`src/rtl/fbp_pkg.sv`:
```
package fbp_pkg;

  localparam int N_FAULT   = 6;
  localparam int SEG_LEN_W = 4;
  localparam int SEG_IDX_W = 3;

  // class code k+1 belongs to flag k of the priority-ordered flag vector
  typedef enum logic [2:0] {
    CLS_NONE     = 3'd0,
    CLS_SUPPLY   = 3'd1,
    CLS_OVERTEMP = 3'd2,
    CLS_OVERCUR  = 3'd3,
    CLS_STALL    = 3'd4,
    CLS_OVERVOLT = 3'd5,
    CLS_DEMAND   = 3'd6
  } fault_cls_e;

  // one phase: pin level, length in units, loop point flag
  typedef struct packed {
    logic                 lvl;
    logic [SEG_LEN_W-1:0] len;
    logic                 last;
  } seg_t;

  function automatic seg_t mk(logic l, int n, logic e);
    seg_t s;
    s.lvl  = l;
    s.len  = SEG_LEN_W'(n);
    s.last = e;
    return s;
  endfunction

  function automatic seg_t seg_lookup(fault_cls_e c, logic [SEG_IDX_W-1:0] i);
    seg_t s;
    s = mk(1'b1, 1, 1'b1);
    case (c)
      CLS_SUPPLY: begin
        case (i)
          3'd0:    s = mk(1'b0, 1, 1'b0);
          3'd1:    s = mk(1'b1, 1, 1'b0);
          3'd2:    s = mk(1'b0, 1, 1'b0);
          default: s = mk(1'b1, 13, 1'b1);
        endcase
      end
      CLS_OVERTEMP: begin
        case (i)
          3'd0:    s = mk(1'b0, 8, 1'b0);
          3'd1:    s = mk(1'b1, 2, 1'b0);
          3'd2:    s = mk(1'b0, 1, 1'b0);
          3'd3:    s = mk(1'b1, 2, 1'b0);
          3'd4:    s = mk(1'b0, 1, 1'b0);
          default: s = mk(1'b1, 2, 1'b1);
        endcase
      end
      CLS_OVERCUR: begin
        if (i == 3'd0) s = mk(1'b1, 8, 1'b0);
        else           s = mk(1'b0, 8, 1'b1);
      end
      CLS_STALL:     s = mk(1'b0, 1, 1'b1);
      CLS_OVERVOLT: begin
        if (i == 3'd0) s = mk(1'b1, 2, 1'b0);
        else           s = mk(1'b0, 2, 1'b1);
      end
      CLS_DEMAND: begin
        case (i)
          3'd0:    s = mk(1'b1, 3, 1'b0);
          3'd1:    s = mk(1'b0, 1, 1'b0);
          3'd2:    s = mk(1'b1, 4, 1'b0);
          default: s = mk(1'b0, 8, 1'b1);
        endcase
      end
      default:       s = mk(1'b1, 1, 1'b1);
    endcase
    return s;
  endfunction

endpackage

```
`src/rtl/fbp_picker.sv`:
```
module fbp_picker
  import fbp_pkg::*;
#(
  parameter int N = N_FAULT
) (
  input  logic [N-1:0] req,
  output fault_cls_e   pick
);
  // lowest index wins; walk from the bottom of the order upward
  always_comb begin
    pick = CLS_NONE;
    for (int k = N - 1; k >= 0; k--) begin
      if (req[k]) pick = fault_cls_e'(k + 1);
    end
  end
endmodule

```
`src/rtl/fbp_unit_timer.sv`:
```
module fbp_unit_timer #(
  parameter int UNIT_TICKS = 83
) (
  input  logic clk,
  input  logic rst,
  input  logic tick,
  input  logic clear,
  output logic unit_stb
);
  localparam int CW = (UNIT_TICKS > 1) ? $clog2(UNIT_TICKS) : 1;
  localparam logic [CW-1:0] LAST = CW'(UNIT_TICKS - 1);

  logic [CW-1:0] cnt;

  assign unit_stb = tick && (cnt == LAST) && !clear;

  always_ff @(posedge clk) begin
    if (rst || clear) begin
      cnt <= '0;
    end else if (tick) begin
      cnt <= (cnt == LAST) ? '0 : cnt + 1'b1;
    end
  end
endmodule

```
`src/rtl/fbp_sequencer.sv`:
```
module fbp_sequencer
  import fbp_pkg::*;
(
  input  logic                 clk,
  input  logic                 rst,
  input  fault_cls_e           pick,
  input  logic                 unit_stb,
  output fault_cls_e           cls_q,
  output logic [SEG_IDX_W-1:0] seg_idx,
  output logic [SEG_LEN_W-1:0] seg_cnt,
  output logic                 restart,
  output logic                 level
);
  seg_t cur;

  assign cur     = seg_lookup(cls_q, seg_idx);
  assign restart = (pick != cls_q);
  assign level   = cur.lvl;

  always_ff @(posedge clk) begin
    if (rst) begin
      cls_q   <= CLS_NONE;
      seg_idx <= '0;
      seg_cnt <= '0;
    end else if (restart) begin
      cls_q   <= pick;
      seg_idx <= '0;
      seg_cnt <= '0;
    end else if (unit_stb) begin
      if (seg_cnt == cur.len - 1'b1) begin
        seg_cnt <= '0;
        seg_idx <= cur.last ? '0 : seg_idx + 1'b1;
      end else begin
        seg_cnt <= seg_cnt + 1'b1;
      end
    end
  end
endmodule

```
`src/rtl/fault_blink_top.sv`:
```
module fault_blink_top
  import fbp_pkg::*;
#(
  parameter int UNIT_TICKS = 83
) (
  input  logic clk,
  input  logic rst,
  input  logic tick_in,
  input  logic f_supply_low,
  input  logic f_overtemp,
  input  logic f_overcurrent,
  input  logic f_stall,
  input  logic f_overvolt,
  input  logic f_demand_low,
  input  logic route_speed,
  input  logic speed_in,
  output logic pin_n
);
  logic [N_FAULT-1:0]   req;
  fault_cls_e           pick;
  fault_cls_e           seq_cls;
  logic [SEG_IDX_W-1:0] seg_idx;
  logic [SEG_LEN_W-1:0] seg_cnt;
  logic                 restart;
  logic                 unit_stb;
  logic                 level;

  // index order is priority order
  assign req = {f_demand_low, f_overvolt, f_stall,
                f_overcurrent, f_overtemp, f_supply_low};

  fbp_picker #(.N(N_FAULT)) u_pick (
    .req  (req),
    .pick (pick)
  );

  fbp_unit_timer #(.UNIT_TICKS(UNIT_TICKS)) u_timer (
    .clk      (clk),
    .rst      (rst),
    .tick     (tick_in),
    .clear    (restart),
    .unit_stb (unit_stb)
  );

  fbp_sequencer u_seq (
    .clk      (clk),
    .rst      (rst),
    .pick     (pick),
    .unit_stb (unit_stb),
    .cls_q    (seq_cls),
    .seg_idx  (seg_idx),
    .seg_cnt  (seg_cnt),
    .restart  (restart),
    .level    (level)
  );

  always_ff @(posedge clk) begin
    if (rst) pin_n <= 1'b1;
    else     pin_n <= route_speed ? speed_in : level;
  end
endmodule

```
`config.mk`:
```
export PLATFORM = sky130hd
export DESIGN_NAME = fault_blink_top
export DESIGN_NICKNAME = d
export VERILOG_FILES = /design/src/rtl/fbp_pkg.sv /design/src/rtl/fbp_picker.sv /design/src/rtl/fbp_unit_timer.sv /design/src/rtl/fbp_sequencer.sv /design/src/rtl/fault_blink_top.sv
export SDC_FILE = /design/constraint.sdc
export NUM_CORES = 1
export LEC_CHECK = 0
export BUFFER_PORTS_ARGS = -buffer_cell sky130_fd_sc_hd__clkbuf_2
export CAP_MARGIN = 30
export CORE_UTILIZATION = 53
export DETAILED_ROUTE_END_ITERATION = 8
export PLACE_DENSITY = 0.76
export RECOVER_POWER = 100
export SYNTH_ARGS = -nofsm -noshare
export SYNTH_HDL_FRONTEND = slang
export SYNTH_HIERARCHICAL = 1
export SYNTH_SLANG_ARGS = --single-unit
```
`constraint.sdc`:
```
create_clock -name clk -period 2.4 [get_ports clk]
set_input_delay 0.12 -clock clk [delete_from_list [all_inputs] [get_ports clk]]
set_output_delay 0.12 -clock clk [all_outputs]
set_load 0.01 [all_outputs]
```
==> qor.csv <==
stage,metric,value,unit
critical_path,crit_start,u_seq/seg_idx[0],
critical_path,rr_endpoint,u_seq/seg_idx[0],
grt,globalRouteTotalUtil,24.41,%
yosys,yosys.area_share.adder,7.333,%
sta,post-route-period-util,101.5,%
die,ios,12,
grt,grt_first_pass_wirelength,5009,µm
sta,rsz0062_at_grt,true,
die,num_rows,18,
critical_path,ff2ff_path_depth,10,
pwr,power.total,0.6143,mW
hold_path,min_from,speed_in,
sta,slew_headroom,48.15,%
critical_path,crit-reg2reg-launch,u_seq/seg_idx[0],
sta,setup_viol,3,
cells_and_area,final_nets,215,
route,ant_nets,0,
cells_and_area,utilization,71.61,%
die,dieWidth,52.75,µm
yosys,synthArstFlopShare,0,%
route,dr.pass1.iters,4,
die,coreArea,0.002455,mm²
sta,tightest_slew,769.6,ps
yosys,syn-num-nets,183,
sta,worst_slack,-36.44,ps
cells_and_area,fillCellCount,187,
cells_and_area,multiInputGateArea,0.001021,mm²
clock_tree,htreeDepth,1,
yosys,syn_area,0.001365,mm²
sta,final.setup.tns,-84.75,ps
placement,dp.cells,214,
placement,numPortBuffers,11,
route,drc,0,
die,start_util,55.61,%
sta,finalMaxSlewViolations,0,
status,status,"finished, violations left",
placement,dp_hpwl,2336,µm
critical_path,crit_slowest_cell,dfxtp_4,
sta,period_needed,2436,ps
job,drv_cap,0,
critical_path,crit_family,compound AO/OA/AOI/OAI gates,
yosys,yosys.area_share.simple,26.40,%
clock_tree,numCtsBuffers,3,
cells_and_area,syn2layout_area_growth,28.78,%
yosys,synth_edf_count,0,
yosys,synth_top_area_share,26.40,%
critical_path,cp-start-kind,register,
yosys,ys.flop_type,dfxtp_1,
hold_path,holdPathEnd,pin_n,
cells_and_area,n_antenna_cell,0,
grt,grt_max_degree,15,
pwr,power_leakage,0.6643,nW
critical_path,max_stage_delay,400,ps
clock_tree,cts_root_buffer,clkbuf_4,
pwr,ir_worst_vdd,409.4,µV
yosys,synth_top_family_by_area,simple AND/OR/NAND/NOR gates,
sta,hold_violations,0,
sta,clock_skew,5.048,ps
yosys,yosysSeqAreaShare,26.40,%
yosys,synth_xor_area_share,9.991,%
grt,grt_pass1_vias,1165,
route,initialDrtViolationCount,24,
hold_path,holdPathStages,2,
route,vias,1294,
critical_path,cp_data_required_time,2600,ps
critical_path,critPathBufInv,2,
yosys,synthMuxAreaShare,3.025,%
yosys,ys_top_cells_by_area,"dfxtp_1 (26%), ha_1 (7.3%), xnor2_1 (4.5%)",
route,via_per_inst,5.751,
critical_path,cp_cell_sequence,buf_6 -> ha_4 -> nor2b_1 -> o21a_2 -> or3b_4 -> xnor3_1 -> o2bb2ai_4 -> buf_4 -> a311oi_2 -> a31o_1,
clock_tree,cts_sinks,18,
sta,max_freq,410.4,MHz
grt,overflow,0,
yosys,synth_compound_area_share,19.25,%
critical_path,worstSetupPathType,register to register,
die,dieHeight,52.75,µm
yosys,ys_ff_latch,18,
route,routed_wl,3385,µm
yosys,synthCells,164,
status,violations,negative setup slack,
hold_path,hp-class,input pin to register,
placement,gp_congestion,0.8005,
yosys,yosysUniqueCellTypes,51,
yosys,avgSynthCellArea,8.324,µm²
critical_path,cp.arrival,2640,ps
die,die_area,0.002783,mm²
yosys,yosys.area.top_type,dfxtp_1,
cells_and_area,seqCellArea,369.1,µm²
critical_path,rrSetupSlack,-40,ps
critical_path,end_kind,register,
clock_tree,clk_latency,300,ps
pwr,p_per_area,349.4,mW/mm²
cells_and_area,final-instance-count-excl-fill,225,
critical_path,path_max_fanout,4,
yosys,yosysWarnings,6,
route,avgRoutedWirePerCell,15.04,µm
cells_and_area,drive_above_1_share,34.36,%
clock_tree,path_clk_slew,100,ps
grt,grt_antenna_before_repair,0,
clock_tree,tritoncts,built,
clock_tree,clk_path_buf_depth,2,
[flip-flops by register name, indices dropped and copies added, names as in the netlist]
signal and flops:
u_seq/seg_cnt 4, u_seq/cls_q 3, u_seq/seg_idx 3, u_timer/cnt 7, pin_n 1
[worst max path at each step]
| stage | endpoint | slack (ps) | depth (start not counted) |
|---|---|---|---|
| after CTS | u_seq/seg_idx[1] | 0.5 | 10 |
| after global routing | u_seq/seg_idx[1] | -160 | 11 |
| after floorplan | u_seq/seg_idx[2] | 0.4 | 13 |
| after global placement | u_seq/seg_idx[1] | -40 | 9 |
| after detailed placement | u_seq/seg_idx[1] | -140 | 11 |
| final | u_seq/seg_idx[0] | -40 | 10 |
[where the power goes]
group | internal (mW) | total [mW] | leakage [nW] | switching (mW)
Sequential | 0.302 | 0.308 | 0.148 | 0.00635
Clock | 0.0926 | 0.186 | 0.0210 | 0.0933
Combinational | 0.0594 | 0.121 | 0.495 | 0.0611
[worst register-to-register path, delay by kind of cell, from the launching register on]
kind | cells | cell delay (ps)
compound gates | 4 | 700
xor+xnor | 1 | 390
fa+ha+maj | 1 | 130
buf+inv | 2 | 270
flops | 1 | 400
simple gates | 2 | 460
[cell usage after synthesis (3+ instances only)]
master    count
o21ai_0       8
a21oi_1       7
xnor2_1       7
nand2_1      11
ha_1          8
xor2_1        6
inv_1         8
nor2_1       15
nor2b_1       6
buf_6         3
nand2b_1      6
mux2i_1       3
buf_2         5
dfxtp_1      18
nand4_1       3
nor3_1        5
nand3_1       3
[metal layers]
layer | global-route usage [%] | vias up | wire, µm
met4 | 9.211 | 0 | 42
met2 | 44.94 | 29 | 1855
met3 | 1.739 | 5 | 84
met5 | 0 | - | 0
li1 | - | 645 | -
met1 | 28.95 | 615 | 1403
[area by class of cell]
class / count / area share (%)
Multi-Input combinational cell: 128 / 58.08
Sequential cell: 18 / 21.00
Timing Repair Buffer: 37 / 14.59
Inverter: 8 / 2.135
Tap cell: 30 / 2.135
Clock buffer: 4 / 2.064
[timing repair]
action | in CTS | in global routing
hold endpoints to repair | 0 | 0
pin swaps | 4 | 13
setup buffers | 0 | 7
endpoints found under the setup margin | 6 | 7
hold buffers | 0 | 0
resized for setup | 18 | 16
[kinds of logic (layout without fill, tap and decap cells)]
| group | after synthesis | in the layout |
|---|---|---|
| adders and majority gates | 8 | 8 |
| AOI/OAI and AO/OA | 37 | 37 |
| buffers and inverters | 18 | 49 |
| muxes | 4 | 4 |
| xor gates and xnor gates | 14 | 14 |
| DFF | 18 | 18 |
| and+or+nand+nor | 65 | 65 |
[layout by cell type (no fill, tap or decap), types with 4 or more instances in the layout]
cell type,n
nor2_1,13
xnor2_1,7
nand2_1,11
nor3_1,5
ha_1,4
o21ai_0,8
a21oi_1,5
buf_4,23
clkbuf_2,7
nor2b_1,5
inv_1,6
dfxtp_1,15
nand2b_1,6
xor2_1,5
clkbuf_1,4
[metrics by stage]
| step | hold slack, ps | area, µm² | setup slack, ps |
|---|---|---|---|
| floorplan | 191.6 | 1378 | 0.3715 |
| global placement | 322.7 | 1539 | -36.00 |
| detailed placement | 336.0 | 1539 | -138.6 |
| CTS | 16.81 | 1637 | 0.5251 |
| global route | 23.71 | 1758 | -156.5 |
| finish | 21.16 | 1758 | -36.44 |
Note: power is estimated with default switching activity, not from simulation.
